===== src/rtl/idx_prefix_pkg.sv =====
package idx_prefix_pkg;
  typedef enum logic [1:0] {
    PAIR_HL = 2'd0,
    PAIR_IX = 2'd1,
    PAIR_IY = 2'd2
  } pair_e;

  typedef struct packed {
    logic mem_ind;   // memory operand addressed through the pair
    logic half_reg;  // plain H or L operand (no memory operand)
    logic pair16;    // HL used as a 16-bit pair
  } opclass_t;
endpackage


===== src/rtl/idx_opclass.sv =====
module idx_opclass
  import idx_prefix_pkg::*;
#(
  parameter int OP_W = 8
) (
  input  logic [OP_W-1:0] op,
  output opclass_t        cls
);
  localparam int FLD_W = 3;

  logic [1:0]       grp;
  logic [FLD_W-1:0] dst;
  logic [FLD_W-1:0] src;
  logic             src_hl;
  logic             dst_hl;
  logic             mem_any;
  logic             half_any;

  assign grp = op[7:6];
  assign dst = op[5:3];
  assign src = op[2:0];
  assign src_hl = (src == 3'd4) || (src == 3'd5);
  assign dst_hl = (dst == 3'd4) || (dst == 3'd5);

  always_comb begin
    mem_any = 1'b0;
    if (op == 8'h34 || op == 8'h35 || op == 8'h36) mem_any = 1'b1;
    if (grp == 2'd1 && (dst == 3'd6 || src == 3'd6) && op != 8'h76) mem_any = 1'b1;
    if (grp == 2'd2 && src == 3'd6) mem_any = 1'b1;
    if (op == 8'hCB) mem_any = 1'b1;
  end

  always_comb begin
    half_any = 1'b0;
    if (grp == 2'd0 && dst_hl && (src == 3'd4 || src == 3'd5 || src == 3'd6)) half_any = 1'b1;
    if (grp == 2'd1 && (dst_hl || src_hl)) half_any = 1'b1;
    if (grp == 2'd2 && src_hl) half_any = 1'b1;
  end

  always_comb begin
    cls.mem_ind  = mem_any;
    cls.half_reg = half_any && !mem_any;
    unique case (op)
      8'h09, 8'h19, 8'h29, 8'h39,
      8'h21, 8'h22, 8'h2A, 8'h23, 8'h2B,
      8'hE1, 8'hE3, 8'hE5, 8'hE9, 8'hF9: cls.pair16 = 1'b1;
      default:                           cls.pair16 = 1'b0;
    endcase
  end
endmodule


===== src/rtl/idx_prefix_state.sv =====
module idx_prefix_state
  import idx_prefix_pkg::*;
(
  input  logic  clk,
  input  logic  rst,
  input  logic  take,
  input  logic  is_ix_pfx,
  input  logic  is_iy_pfx,
  output pair_e pfx_q
);
  always_ff @(posedge clk) begin
    if (rst) begin
      pfx_q <= PAIR_HL;
    end else if (take) begin
      if (is_ix_pfx)      pfx_q <= PAIR_IX;
      else if (is_iy_pfx) pfx_q <= PAIR_IY;
      else                pfx_q <= PAIR_HL;
    end
  end
endmodule


===== src/rtl/idx_prefix_tracker.sv =====
module idx_prefix_tracker
  import idx_prefix_pkg::*;
#(
  parameter int         OP_W    = 8,
  parameter int         TST_W   = 3,
  parameter int         PFX_T   = 4,
  parameter logic [7:0] IX_CODE = 8'hDD,
  parameter logic [7:0] IY_CODE = 8'hFD
) (
  input  logic             clk,
  input  logic             rst,
  input  logic             op_valid,
  input  logic [OP_W-1:0]  op_byte,
  output logic             dec_valid,
  output logic [1:0]       pair_sel,
  output logic             disp_need,
  output logic             half_sub,
  output logic             pfx_only,
  output logic [TST_W-1:0] pfx_tstates
);
  localparam logic [TST_W-1:0] PFX_T_V = TST_W'(PFX_T);

  logic     is_ix;
  logic     is_iy;
  logic     is_pfx;
  logic     pfx_act;
  pair_e    pfx_q;
  opclass_t cls;
  pair_e    pair_n;

  assign is_ix  = (op_byte == IX_CODE);
  assign is_iy  = (op_byte == IY_CODE);
  assign is_pfx = is_ix || is_iy;

  idx_opclass #(.OP_W(OP_W)) u_cls (
    .op  (op_byte),
    .cls (cls)
  );

  idx_prefix_state u_state (
    .clk       (clk),
    .rst       (rst),
    .take      (op_valid),
    .is_ix_pfx (is_ix),
    .is_iy_pfx (is_iy),
    .pfx_q     (pfx_q)
  );

  assign pfx_act = (pfx_q != PAIR_HL);

  always_comb begin
    pair_n = PAIR_HL;
    if (pfx_act && (cls.mem_ind || cls.half_reg || cls.pair16)) pair_n = pfx_q;
  end

  always_ff @(posedge clk) begin
    if (rst || !op_valid) begin
      dec_valid   <= 1'b0;
      pair_sel    <= PAIR_HL;
      disp_need   <= 1'b0;
      half_sub    <= 1'b0;
      pfx_only    <= 1'b0;
      pfx_tstates <= '0;
    end else if (is_pfx) begin
      dec_valid   <= 1'b1;
      pair_sel    <= PAIR_HL;
      disp_need   <= 1'b0;
      half_sub    <= 1'b0;
      pfx_only    <= 1'b1;
      pfx_tstates <= PFX_T_V;
    end else begin
      dec_valid   <= 1'b1;
      pair_sel    <= pair_n;
      disp_need   <= pfx_act && cls.mem_ind;
      half_sub    <= pfx_act && cls.half_reg;
      pfx_only    <= 1'b0;
      pfx_tstates <= '0;
    end
  end
endmodule


===== config.mk =====
export PLATFORM = sky130hd
export DESIGN_NAME = idx_prefix_tracker
export DESIGN_NICKNAME = d
export VERILOG_FILES = /design/src/rtl/idx_prefix_pkg.sv /design/src/rtl/idx_opclass.sv /design/src/rtl/idx_prefix_state.sv /design/src/rtl/idx_prefix_tracker.sv
export SDC_FILE = /design/constraint.sdc
export NUM_CORES = 1
export LEC_CHECK = 0
export BUFFER_PORTS_ARGS = -buffer_cell sky130_fd_sc_hd__buf_2
export CAP_MARGIN = 10
export CORE_AREA = 2 2 39 41
export CTS_CLUSTER_SIZE = 24
export DETAILED_ROUTE_END_ITERATION = 10
export DIE_AREA = 0 0 41 43
export PLACE_DENSITY = 0.73
export REMOVE_ABC_BUFFERS = 1
export SETUP_SLACK_MARGIN = 0.15
export SLEW_MARGIN = 15
export SYNTH_ARGS = -nofsm -noshare
export SYNTH_HDL_FRONTEND = slang
export SYNTH_SLANG_ARGS = --single-unit

===== constraint.sdc =====
create_clock -name clk -period 1.6 [get_ports clk]
set_input_delay 0.32 -clock clk [delete_from_list [all_inputs] [get_ports clk]]
set_output_delay 0.32 -clock clk [all_outputs]
set_load 0.02 [all_outputs]

Word-level counts from Yosys, hierarchy flattened
Index checks and enable logic that the tools add are counted.
{"block": "word_totals", "romBits": 0, "input_bits": 11, "mem_bits_rw": 0, "latch_bits": 0, "memories": 0, "out_inout_bits": 9, "reg_bits": 11, "word_cells": 79}
{"block": "classes", "shifts": 0, "magnitude_cmp": 0, "n_div": 0, "n_eq_ne": 29, "add_sub_neg": 0, "multipliers": 0, "n_bitwise": 1, "n_reduce_logical": 29, "muxes": 13}
{"cell": "$eq A8 B6 Y1 const B", "count": 10}
{"cell": "$eq A8 B8 Y1 const B", "count": 8}
{"cell": "$eq A3 B3 Y1 const B", "count": 6}
{"cell": "$reduce_or A14 Y1", "count": 1}
{"cell": "$logic_and A1 B1 Y1", "count": 11}
{"cell": "$logic_or A1 B1 Y1", "count": 11}
{"cell": "$mux W1", "count": 10}
{"cell": "$eq A8 B4 Y1 const B", "count": 1}
{"cell": "$eq A8 B5 Y1 const B", "count": 1}
{"cell": "$ne A8 B7 Y1 const B", "count": 1}
{"cell": "$mux W2", "count": 2}
{"cell": "$mux W3", "count": 1}
{"cell": "$reduce_or A3 Y1", "count": 1}
{"cell": "$eq A2 B1 Y1 const B", "count": 1}
{"cell": "$eq A2 B2 Y1 const B", "count": 1}
{"cell": "$logic_not A1 Y1", "count": 2}
{"cell": "$logic_not A2 Y1", "count": 1}
{"cell": "$reduce_bool A2 Y1", "count": 1}
{"cell": "$reduce_or A2 Y1", "count": 1}
{"cell": "$not A1 Y1", "count": 1}

Longest topological paths before layout
Gate-level depths: netlist of the first run.
{"block": "logic_depth", "ltp_word": 14, "depth_mapped": 5, "depth_no_buf": 5}

Modules after synthesis
A second synthesis of the first run with hierarchy kept.
{"block": "hier_totals", "hier_cells": 66, "area_unflattened_um2": 549.3}
{"module": "idx_prefix_tracker", "n_inst": 1, "cells_per_inst": 26, "seq_area_each_um2": 120.1, "area_per_inst_um2": 247.7}
{"module": "idx_opclass", "n_inst": 1, "cells_per_inst": 33, "seq_area_each_um2": 0.0, "area_per_inst_um2": 225.2}
{"module": "idx_prefix_state", "n_inst": 1, "cells_per_inst": 7, "seq_area_each_um2": 40.0, "area_per_inst_um2": 76.3}

Worst setup path after synthesis of the first run
OpenSTA, ideal clock, no wires.
{"block": "synth_path", "kind": "in2reg", "start": "in op_byte[2]", "end": "reg pair_sel[1]", "setup_ps": 70, "arrival_ps": 1295, "required_ps": 1530, "cell_stages": 5, "path_slack_ps": 235, "path_buffers": 0, "path_cell_list": "maj3_2 -> o32a_1 -> a2111oi_1 -> a21oi_1 -> a21oi_1"}
{"block": "synth_via", "elab_chain_cells": 14, "word_cells_on_any_way": 53, "classes_between": "24 x eq/ne; 8 x mux; 1 x bitwise; 20 x reduce/logical"}
{"item": "start, declared", "line_no": "idx_prefix_tracker.sv:13", "source": "input logic [OP_W-1:0] op_byte,"}
{"item": "$eq A8 B6 Y1 or $eq A3 B3 Y1 (tied branches)"}
{"item": "$logic_or A1 B1 Y1 (on tied branches)", "line_no": "idx_opclass.sv:27, idx_opclass.sv:28"}
{"item": "$logic_or A1 B1 Y1 or $logic_and A1 B1 Y1 (tied branches)", "line_no": "idx_opclass.sv:27, idx_opclass.sv:28"}
{"item": "$mux W1 or $logic_and A1 B1 Y1 (tied branches)", "line_no": "idx_opclass.sv:27, idx_opclass.sv:28"}
{"item": "$mux W1", "line_no": "idx_opclass.sv:28", "source": "if (grp == 2'd1 && (dst == 3'd6 || src == 3'd6) && op != 8'h76) mem_any = 1'b1;"}
{"item": "$mux W1", "line_no": "idx_opclass.sv:29", "source": "if (grp == 2'd2 && src == 3'd6) mem_any = 1'b1;"}
{"item": "$mux W1", "line_no": "idx_opclass.sv:30", "source": "if (op == 8'hCB) mem_any = 1'b1;"}
{"item": "$logic_not A1 Y1", "line_no": "idx_opclass.sv:42", "source": "cls.half_reg = half_any && !mem_any;"}
{"item": "$logic_and A1 B1 Y1", "line_no": "idx_opclass.sv:42"}
{"item": "$logic_or A1 B1 Y1 (2 in series)", "line_no": "idx_prefix_tracker.sv:53", "source": "if (pfx_act && (cls.mem_ind || cls.half_reg || cls.pair16)) pair_n = pfx_q;"}
{"item": "$logic_and A1 B1 Y1", "line_no": "idx_prefix_tracker.sv:53"}
{"item": "$not A1 Y1 (no line)"}
{"item": "$reduce_or A3 Y1 (no line) (*)"}
{"item": "end signal, assigned", "line_no": "idx_prefix_tracker.sv:73", "source": "pair_sel <= pair_n;"}
{"item": "end, declared", "line_no": "idx_prefix_tracker.sv:15", "source": "output logic [1:0] pair_sel,"}
Every way passes the cells marked *; elsewhere a longest branch is shown, timed or not.
A chain may end at the register's enable or synchronous reset.

Worst setup path after layout of the first run
{"block": "layout_path", "start": "in op_byte[7]", "end": "reg pair_sel[0]"}
{"block": "layout_via", "elab_chain_cells": 14, "word_cells_on_any_way": 50, "classes_between": "23 x eq/ne; 8 x mux; 1 x bitwise; 18 x reduce/logical"}
{"item": "$eq A8 B6 Y1", "line_no": "idx_opclass.sv:27", "source": "if (op == 8'h34 || op == 8'h35 || op == 8'h36) mem_any = 1'b1;"}
{"item": "$logic_or A1 B1 Y1 (2 in series)", "line_no": "idx_opclass.sv:27"}
{"item": "$mux W1", "line_no": "idx_opclass.sv:27"}
{"item": "$mux W1", "line_no": "idx_opclass.sv:28"}
{"item": "$mux W1", "line_no": "idx_opclass.sv:29"}
{"item": "$mux W1", "line_no": "idx_opclass.sv:30"}
{"item": "$logic_not A1 Y1", "line_no": "idx_opclass.sv:42"}
{"item": "$logic_and A1 B1 Y1", "line_no": "idx_opclass.sv:42"}
{"item": "$logic_or A1 B1 Y1 (2 in series)", "line_no": "idx_prefix_tracker.sv:53"}
{"item": "$logic_and A1 B1 Y1", "line_no": "idx_prefix_tracker.sv:53"}
{"item": "$not A1 Y1 (no line)"}
{"item": "$reduce_or A3 Y1 (no line) (*)"}
Marked as above.

==> reports/metrics.csv, run 1 <==
stage,metric,value,unit
logic_synthesis,postSynthAreaPerCell,8.03,um2
sta,hold_violations,0,
worst_setup_path,worstPathMaxFanout,8,
finish,layout_cell_share_with_drive_strength_beyond_1,32.1,%
sta,grt_setup_unrepaired,no,
sta,finalCriticalPeriod,1.34,ns
clocking,root_buffer,sky130_fd_sc_hd__clkbuf_4,
grt,globalRouteTotalUtil,13.3,%
routing,post-route-drc-count,0,
finish,num_antenna_cells,0,
grt,grt_pass1_wl,1.56,mm
worst_setup_path,ff2ff_path_depth,4,
die,die_width,41,um
routing,routed_wl,1.02,mm
finish,syn_to_final_growth,28.3,%
sta,fin_tns_setup,0,ns
worst_setup_path,category_of_the_most_critical_setup_path,input port to flop,
min_path,worst_hold_path.endpoint,u_state.pfx_q[0],
grt,first_global_vias,413,
die,die_height,43,um
routing,drt-pass1-iter-count,4,
worst_setup_path,r2r_start,u_state.pfx_q[1],
sta,max_clock_freq,748,MHz
clocking,cts_inserted_buffers,3,
routing,routedWlPerCell,10.5,um
die,core_outline_area,0.00138,mm2
power,cellPowerDensity,688,mW/mm2
worst_setup_path,setup.worst_path.start_class,input port,
die,ioPinCount,20,
worst_setup_path,r2r-end,pair_sel[0],
power,irDropWorstVdd,513,uV
job,max_cap_violations,0,
logic_synthesis,netlist_instances,60,
clocking,clk_pin_slew_worst_paths,0.05,ns
finish,nNetsFinal,94,
logic_synthesis,synth_ff_type,sky130_fd_sc_hd__dfxtp_1,
routing,vias_per_cell,5.20,
min_path,hp-start,rst,
clocking,htree_levels,1,
clocking,cts_num_sinks,8,
logic_synthesis,yosys_warnings,0,
logic_synthesis,ys_async_sr_fraction,0,%
grt,gr-total-overflow,0,
place,gpl.final_weighted_congestion,0.842,
sta,maxSlewViolCount,0,
power,power_total,0.425,mW
logic_synthesis,syn-cell-area,482,um2
grt,initial_antenna_violation_count,0,
die,die-area,0.00176,mm2
min_path,holdCritPathClass,input port to flop,
place,place_hpwl,813,um
clocking,insertion_delay,0.25,ns
sta,finalCritPeriodShare,83.5,%
clocking,tritoncts_clock_tree,yes,
worst_setup_path,cp.arrival,1.47,ns
grt,grt_max_degree,9,
finish,design_area,618,um2
routing,drt_first_iter_violations,18,
worst_setup_path,setup.reg_to_reg.worst_slack,0.43,ns
logic_synthesis,register_bit_count_reported_by_yosys,8,
worst_setup_path,worstPathRequired,1.73,ns
logic_synthesis,ys_seq_area_share,33.2,%
logic_synthesis,synth-edff-count,0,
min_path,hold_path_stages,2,
outcome,run_status,"finished, final reports clean",
sta,timing.hold.ws,0.256,ns
finish,final.fill_count,132,
die,number_of_core_rows,14,
power,power_leakage,0.273,nW
sta,final-setup-viol-count,0,
place,io_buffer_count,17,
routing,vias,504,
clocking,cts_hold_buffers,0,
sta,finClkSkew,0.00187,ns
logic_synthesis,yosys.cell_types.count,27,
worst_setup_path,capturing_element_type_of_the_critical_path,flop,
routing,postRouteAntennaNets,0,
die,start_util,34.8,%
place,dpl_cell_area,591,um2
clocking,cts_max_path_buffers,2,
-- critical path: stages --
cell and delay (ns):
sky130_fd_sc_hd__buf_2 0.15, sky130_fd_sc_hd__nand4_1 0.12, sky130_fd_sc_hd__nor3_1 0.42, sky130_fd_sc_hd__nor2_1 0.16
sky130_fd_sc_hd__a21oi_1 0.21, sky130_fd_sc_hd__a21boi_1 0.09
-- power by group --
| group | switching (mW) | total [mW] | internal [mW] |
|---|---|---|---|
| logic | 0.0412 | 0.0709 | 0.0297 |
| registers | 0.000260 | 0.201 | 0.201 |
| clock network | 0.0674 | 0.153 | 0.0858 |
| total | 0.109 | 0.425 | 0.316 |
-- registers in the layout (all words and copies together) (netlist names) --
signal	cells
pfx_tstates	1
half_sub	1
u_state.pfx_q	2
dec_valid	1
pair_sel	2
disp_need	1
-- metrics by stage --
step	setup WS (ns)	std cells	utilization [%]
after CTS	0.237	97	44.3
after global routing	0.149	97	44.7
after global placement	0.0126	94	42.7
final	0.264	97	44.7
after detailed placement	-0.0182	94	42.7
after floorplan	0.235	58	-
-- cells in the mapped netlist, types with 3 or more instances --
| library cell | number | area share [%] |
|---|---|---|
| sky130_fd_sc_hd__nand3b_1 | 4 | 6.2 |
| sky130_fd_sc_hd__nand3_1 | 3 | 3.1 |
| sky130_fd_sc_hd__buf_4 | 3 | 4.7 |
| sky130_fd_sc_hd__inv_1 | 5 | 3.9 |
| sky130_fd_sc_hd__a21oi_1 | 4 | 4.2 |
| sky130_fd_sc_hd__nor2b_1 | 4 | 5.2 |
| sky130_fd_sc_hd__nand2_1 | 4 | 3.1 |
| sky130_fd_sc_hd__dfxtp_1 | 8 | 33 |
-- cell families after synthesis --
kind of cell | share of synthesized area (%)
adder cells (fa/ha/maj) | 2.34
AND/OR/NAND/NOR | 32.7
buffers and inverters | 8.57
other | 0.778
XOR/XNOR | 1.82
AO/OA/AOI/OAI | 20.5
flip-flops | 33.2
-- how the worst max path moves through the flow --
stage / startpoint / depth (start not counted) / slack [ns] / to
6_report: op_byte[7] / 6 / 0.26 / pair_sel[0]
2_1_floorplan: op_byte[2] / 5 / 0.23 / pair_sel[1]
3_3_place_gp: op_byte[2] / 6 / 0.01 / pair_sel[0]
4_1_cts: op_byte[2] / 6 / 0.24 / pair_sel[0]
3_5_place_dp: op_byte[2] / 6 / -0.02 / pair_sel[0]
5_1_grt: op_byte[7] / 6 / 0.15 / pair_sel[0]
-- layer usage --
layer  track usage (%)  vias up  wire (um)
met3              9.42        2         68
li1                  -      253          -
met2              19.4       23        494
met5                 0        -          0
met4              2.67        0          4
met1              15.5      226        455
-- final cells by class --
| cell class | count | area [um2] | area share [%] |
|---|---|---|---|
| Clock buffer | 3 | 22.5 | 3.64 |
| Inverter | 5 | 18.8 | 3.04 |
| Multi-Input combinational cell | 45 | 289 | 46.8 |
| Sequential cell | 8 | 160 | 25.9 |
| Tap cell | 16 | 20.0 | 3.24 |
| Timing Repair Buffer | 20 | 108 | 17.4 |
-- cells in the final DEF (no fill, tap or decap), drive strengths merged --
cell type / instances
o211ai: 2
or4b: 1
a22oi: 1
nor2b: 4
nor2: 2
nand2b: 2
nand3: 3
and2: 2
a2111oi: 1
nand3b: 4
nand4: 2
o21ai: 3
a21boi: 1
and2b: 1
o32a: 1
nand2: 4
xor2: 1
clkbuf: 3
dfxtp: 8
a21oi: 4
nor3: 2
o311ai: 1
conb: 2
inv: 5
maj3: 1
buf: 20
-- what timing repair did --
| item | in CTS | in global routing |
|---|---|---|
| setup endpoints to repair | 0 | 2 |
| buffers inserted | 0 | 0 |
| endpoints found under the hold margin | 0 | 0 |
| gates resized for setup | 0 | 1 |
No activity file was read; power rests on OpenSTA's default activity.
==> run 2, diff against run 1 <==
--- a/config.mk
+++ b/config.mk
@@ -11,7 +11,7 @@
 export CTS_CLUSTER_SIZE = 24
 export DETAILED_ROUTE_END_ITERATION = 10
 export DIE_AREA = 0 0 41 43
-export PLACE_DENSITY = 0.73
+export PLACE_DENSITY = 0.75
 export REMOVE_ABC_BUFFERS = 1
 export SETUP_SLACK_MARGIN = 0.15
 export SLEW_MARGIN = 15
==> constraint.sdc (replaced) <==
create_clock -name clk -period 1.2 [get_ports clk]
set_input_delay 0.24 -clock clk [delete_from_list [all_inputs] [get_ports clk]]
set_output_delay 0.24 -clock clk [all_outputs]
set_load 0.02 [all_outputs]
==> reports/metrics.csv, run 2 (synthesis gave the netlist of run 1 again) <==
stage,metric,value,unit,change
outcome,run_status,"finished, final reports clean",,
sta,maxSlewViolCount,0,,unchanged
clocking,cts_max_path_buffers,2,,unchanged
sta,grt_setup_unrepaired,yes,,
worst_setup_path,ff2ff_path_depth,4,,unchanged
sta,max_clock_freq,866,MHz,
power,irDropWorstVdd,595,uV,+16%
worst_setup_path,r2r-end,pair_sel[0],,
grt,globalRouteTotalUtil,18.9,%,+5.6 points
finish,nNetsFinal,115,,+22%
sta,final-setup-viol-count,0,,unchanged
routing,postRouteAntennaNets,0,,unchanged
finish,sequential_cell_area,160,um2,unchanged
place,dpl_cell_area,696,um2,+18%
power,power_leakage,0.406,nW,+49%
sta,finalCritPeriodShare,96.3,%,
die,die_width,41,um,unchanged
sta,layout_setup_ws,0.0447,ns,-0.219 ns
grt,gr-total-overflow,0,,unchanged
power,cellPowerDensity,742,mW/mm2,+7.9%
sta,finalCriticalPeriod,1.16,ns,
finish,layout_cell_share_with_drive_strength_beyond_1,55.9,%,+24 points
die,start_util,34.8,%,unchanged
min_path,hold_path_stages,3,,+1
worst_setup_path,worstPathRequired,1.35,ns,-0.38 ns
worst_setup_path,setup.worst_path.start_class,input port,,
clocking,insertion_delay,0.26,ns,about the same
worst_setup_path,critical_path.max_stage_delay,0.32,ns,-0.10 ns
sta,hold_violations,0,,unchanged
clocking,tritoncts_clock_tree,yes,,
grt,initial_antenna_violation_count,0,,unchanged
grt,first_global_vias,519,,+26%
sta,finClkSkew,0.00469,ns,+0.00282 ns
clocking,cts_inserted_buffers,3,,unchanged
worst_setup_path,capturing_element_type_of_the_critical_path,flop,,
power,power_total,0.667,mW,+57%
die,ioPinCount,20,,unchanged
finish,utilization,65.0,%,+20 points
min_path,hp-start,rst,,
finish,most-common-layout-cells,"sky130_fd_sc_hd__buf_4 (22), sky130_fd_sc_hd__buf_2 (10), sky130_fd_sc_hd__dfxtp_1 (8), sky130_fd_sc_hd__buf_6 (5)",,
place,pre_cts_slack,-0.299,ns,-0.281 ns
routing,routed_wl,1.73,mm,+70%
worst_setup_path,r2r_start,u_state.pfx_q[1],,
worst_setup_path,worstPathMaxFanout,3,,-5
clocking,clk_pin_slew_worst_paths,0.06,ns,about the same
routing,routedWlPerCell,14.7,um,+39%
place,gpl.final_weighted_congestion,0.861,,+2.3%
worst_setup_path,cp_cell_sequence,buf_8 > buf_4 > buf_4 > o21ai_0 > a2111oi_4 > a21oi_4 > a21oi_1,,
clocking,htree_levels,1,,unchanged
min_path,worst_hold_path.endpoint,u_state.pfx_q[1],,
place,place_hpwl,987,um,+21%
min_path,holdCritPathClass,input port to flop,,
worst_setup_path,critical_path.slowest_cell,sky130_fd_sc_hd__o21ai_0,,
die,core_outline_area,0.00138,mm2,unchanged
finish,commonest_non_fill_non_tap_cell_in_the_layout,sky130_fd_sc_hd__buf_4,,
die,die-area,0.00176,mm2,unchanged
finish,final.fill_count,105,,-20%
clocking,cts_num_sinks,8,,unchanged
routing,drt-pass1-iter-count,5,,+1
die,number_of_core_rows,14,,unchanged
sta,fin_tns_setup,0,ns,unchanged
routing,drt_first_iter_violations,20,,+2
worst_setup_path,setup.reg_to_reg.worst_slack,0.08,ns,-0.35 ns
worst_setup_path,category_of_the_most_critical_setup_path,input port to flop,,
sta,timing.hold.ws,0.244,ns,-0.0123 ns
finish,multi_input_gate_area,347,um2,+20%
routing,vias,622,,+23%
worst_setup_path,worst_path_most_repeated_cell,sky130_fd_sc_hd__buf_4,,
worst_setup_path,cp.arrival,1.30,ns,-0.17 ns
finish,largest_registers,"pair_sel (2), u_state.pfx_q (2)",,
grt,grt_max_degree,8,,-1
finish,syn_to_final_growth,86.8,%,
finish,num_antenna_cells,0,,unchanged
routing,post-route-drc-count,0,,unchanged
finish,design_area,900,um2,+46%
place,io_buffer_count,17,,unchanged
clocking,root_buffer,sky130_fd_sc_hd__clkbuf_4,,
die,die_height,43,um,unchanged
place,placed_cells,108,,+15%
job,max_cap_violations,0,,unchanged
grt,grt_pass1_wl,2.14,mm,+37%
clocking,cts_hold_buffers,0,,unchanged
finish,fin_cells,118,,+22%
routing,vias_per_cell,5.27,,+1.4%
==> run 2: cell count changes in the layout (fill, tap and decap cells not counted), moves of 2 or more <==
cell | previous run | this run
sky130_fd_sc_hd__buf_4 | 3 | 22
sky130_fd_sc_hd__nor2_2 | 0 | 2
sky130_fd_sc_hd__buf_6 | 0 | 5
sky130_fd_sc_hd__buf_8 | 0 | 4
sky130_fd_sc_hd__buf_2 | 17 | 10
sky130_fd_sc_hd__nor2_1 | 2 | 0
sky130_fd_sc_hd__o21ai_2 | 0 | 2
==> run 2: worst max-delay path by stage <==
| stage | cells past startpoint | end | startpoint |
|---|---|---|---|
| global placement | 6 | pair_sel[0] | op_byte[2] |
| detailed placement | 6 | pair_sel[0] | op_byte[1] |
| floorplan | 5 | pair_sel[1] | op_byte[2] |
| global route | 8 | pair_sel[0] | op_byte[2] |
| finish | 7 | pair_sel[1] | op_byte[0] |
| CTS | 7 | pair_sel[0] | op_byte[4] |
==> run 2: timing repair <==
item                       CTS  global route
setup endpoints to repair    4             5
pin swaps                    8            14
hold endpoints to repair     0             0
setup buffers                1             6
resized for setup           18            16
==> run 2: final cells by class <==
type,count,share of cell area (%)
flip-flops and latches,8,17.8
inverters,5,2.09
multi-input cells,45,38.5
clock buffers,3,2.50
repair buffers,41,36.9
well taps,16,2.23
==> run 2: report_power, final <==
group	switching, mW	internal, mW
clock network	0.102	0.115
logic	0.0798	0.103
registers	0.000395	0.268
==> run 2: critical path: cells and delay by family <==
family,cells,cell delay (ns)
AOI/OAI and AO/OA,4,0.70
buffers and inverters,3,0.36
==> run 2: metal layers <==
metal | up-vias | share of wire, % | global-route usage (%)
li1 | 292 | - | -
met1 | 281 | 36 | 20.3
met2 | 39 | 51 | 27.5
met3 | 10 | 8.1 | 10.5
met4 | 0 | 4.0 | 11.3
met5 | - | 0 | 0
==> run 3, diff against run 2 <==
--- a/config.mk
+++ b/config.mk
@@ -7,10 +7,10 @@
 export LEC_CHECK = 0
 export BUFFER_PORTS_ARGS = -buffer_cell sky130_fd_sc_hd__buf_2
 export CAP_MARGIN = 10
-export CORE_AREA = 2 2 39 41
+export CORE_AREA = 8 8 45 47
 export CTS_CLUSTER_SIZE = 24
 export DETAILED_ROUTE_END_ITERATION = 10
-export DIE_AREA = 0 0 41 43
+export DIE_AREA = 0 0 53 55
 export PLACE_DENSITY = 0.75
 export REMOVE_ABC_BUFFERS = 1
 export SETUP_SLACK_MARGIN = 0.15
==> constraint.sdc (replaced) <==
create_clock -name clk -period 1 [get_ports clk]
set_input_delay 0.2 -clock clk [delete_from_list [all_inputs] [get_ports clk]]
set_output_delay 0.2 -clock clk [all_outputs]
set_load 0.02 [all_outputs]
==> reports/metrics.csv, run 3 (synthesis gave the netlist of run 1 again) <==
stage,metric,value,unit,change
place,io_buffer_count,17,,unchanged
worst_setup_path,setup.worst_path.start_class,input port,,
clocking,cts_num_sinks,8,,unchanged
worst_setup_path,worstPathRequired,1.18,ns,-0.17 ns
grt,globalRouteTotalUtil,10.4,%,-8.5 points
finish,syn_to_final_growth,81.0,%,
place,place_hpwl,1.11,mm,+13%
place,gpl.final_weighted_congestion,0.930,,+7.9%
finish,nNetsFinal,110,,-4.3%
routing,drt-pass1-iter-count,3,,-2
sta,max_clock_freq,891,MHz,
die,start_util,34.8,%,unchanged
outcome,run_status,"finished, violations left",,
sta,layout_setup_ws,-0.122,ns,-0.167 ns
die,ioPinCount,20,,unchanged
routing,post-route-drc-count,0,,unchanged
grt,initial_antenna_violation_count,0,,unchanged
worst_setup_path,cp.arrival,1.30,ns,about the same
routing,routed_wl,1.53,mm,-12%
worst_setup_path,worstPathMaxFanout,5,,+2
finish,largest_registers,"pair_sel (2), u_state.pfx_q (2)",,
routing,postRouteAntennaNets,0,,unchanged
power,cellPowerDensity,866,mW/mm2,+17%
sta,final-setup-viol-count,4,,+4
routing,drt_first_iter_violations,13,,-35%
sta,finalCritPeriodShare,112,%,
finish,sequential_cell_area,168,um2,+4.7%
die,die_height,55,um,+28%
grt,globalRouteMet1Util,9.02,%,-11 points
power,sequentialPowerShare,42.7,%,+2.5 points
sta,grt_setup_unrepaired,yes,,
finish,utilization,63.0,%,-2.0 points
die,die_width,53,um,+29%
worst_setup_path,capturing_element_type_of_the_critical_path,flop,,
grt,globalRoute.busiestLayer,met2,,
finish,num_antenna_cells,0,,unchanged
worst_setup_path,setup.reg_to_reg.worst_slack,-0.07,ns,-0.15 ns
clocking,root_buffer,sky130_fd_sc_hd__clkbuf_4,,
clocking,cts_inserted_buffers,3,,unchanged
sta,timing.hold.ws,0.140,ns,-0.104 ns
min_path,holdCritPathClass,input port to flop,,
grt,first_global_vias,576,,+11%
routing,routedWlPerCell,13.5,um,-8.0%
grt,gr-total-overflow,0,,unchanged
worst_setup_path,category_of_the_most_critical_setup_path,input port to flop,,
clocking,htree_levels,1,,unchanged
sta,finalCriticalPeriod,1.12,ns,
routing,vias,578,,-7.1%
outcome,failing_checks,setup timing,,
power,power.combinational.fraction,24.5,%,-2.9 points
job,max_cap_violations,0,,unchanged
sta,maxSlewViolCount,0,,unchanged
sta,hold_violations,0,,unchanged
power,irDropWorstVdd,575,uV,-3.4%
die,die-area,0.00292,mm2,+65%
clocking,insertion_delay,0.25,ns,about the same
power,internal_power,0.557,mW,+15%
grt,gr-usage-met2,20.9,%,-6.6 points
grt,grt_max_degree,8,,unchanged
power,power_switching,0.198,mW,+8.8%
finish,layout_cell_share_with_drive_strength_beyond_1,59.8,%,+3.9 points
clocking,cts_hold_buffers,0,,unchanged
routing,vias_per_cell,5.12,,-3.0%
finish,most-common-layout-cells,"sky130_fd_sc_hd__buf_4 (19), sky130_fd_sc_hd__buf_6 (12), sky130_fd_sc_hd__dfxtp_2 (6), sky130_fd_sc_hd__buf_2 (5)",,
power,clock_power_share,32.8,%,+0.3 points
die,number_of_core_rows,14,,unchanged
power,power_total,0.755,mW,+13%
clocking,tritoncts_clock_tree,yes,,
grt,grt_pass1_wl,2.28,mm,+6.7%
clocking,clk_pin_slew_worst_paths,0.06,ns,about the same
finish,commonest_non_fill_non_tap_cell_in_the_layout,sky130_fd_sc_hd__buf_4,,
die,core_outline_area,0.00138,mm2,unchanged
power,power_switching_share,26.2,%,-1.1 points
sta,finClkSkew,0.00502,ns,+0.000326 ns
clocking,cts_max_path_buffers,2,,unchanged
finish,multi_input_gate_area,340,um2,-1.8%
clocking,post_cts_buffers,0,,-1
grt,globalRouteMet3Util,3.21,%,-7.3 points
finish,final.fill_count,112,,+6.7%
power,power_leakage,0.381,nW,-6.3%
## run 3: cell types whose count changed in the layout (fill, tap and decap cells not counted), sizes merged
cell  delta
buf      -5
## run 3: metrics by stage
step	cell area, um2	TNS (ns)	worst slack [ns]	cells
finish	872	-0.348	-0.122	113
global route	872	-0.488	-0.173	113
CTS	822	-0.306	-0.108	113
detailed placement	711	-2.10	-0.459	110
global placement	711	-1.97	-0.437	110
floorplan	463	-0.644	-0.245	58
## run 3: timing repair
item | in CTS | in global routing
endpoints found under the hold margin | 0 | 0
endpoints found under the setup margin | 13 | 13
resized for setup | 31 | 14
pin swaps | 10 | 5
## run 3: worst paths after layout
path                                       start           to  depth (start not counted)
worst max-delay path                  op_byte[0]  pair_sel[1]                          6
worst min-delay path                         rst    dec_valid                          2
worst max register to register  u_state.pfx_q[1]  pair_sel[0]                          4
worst min register to register  u_state.pfx_q[1]  pair_sel[1]                          3
## run 3: layer usage
| layer | vias to the layer above | wire, um |
|---|---|---|
| li1 | 285 | - |
| met1 | 281 | 617 |
| met2 | 12 | 846 |
| met3 | 0 | 63 |
| met4 | 0 | 0 |
| met5 | - | 0 |
## run 3: power by group through the flow
stage | sequential [mW] | combinational [mW] | clock, mW
6_report | 0.323 | 0.185 | 0.248
5_1_grt | 0.323 | 0.197 | 0.269
4_1_cts | 0.323 | 0.166 | 0.252
3_5_place_dp | 0.329 | 0.150 | 0
3_3_place_gp | 0.328 | 0.146 | 0
2_1_floorplan | 0.332 | 0.0502 | 0
## run 3: critical path, cell delays in order
cell and delay, ns:
sky130_fd_sc_hd__buf_2 0.12, sky130_fd_sc_hd__nand4_1 0.13, sky130_fd_sc_hd__or4b_4 0.50, sky130_fd_sc_hd__o211ai_2 0.10
sky130_fd_sc_hd__o21ai_2 0.10, sky130_fd_sc_hd__a21oi_1 0.15
## run 3: layout make-up
type                    instances  area share (%)
well taps                      16            2.30
inverters                       5            2.15
flip-flops and latches          8            19.2
repair buffers                 36            34.7
multi-input cells              45            39.0
clock buffers                   3            2.58
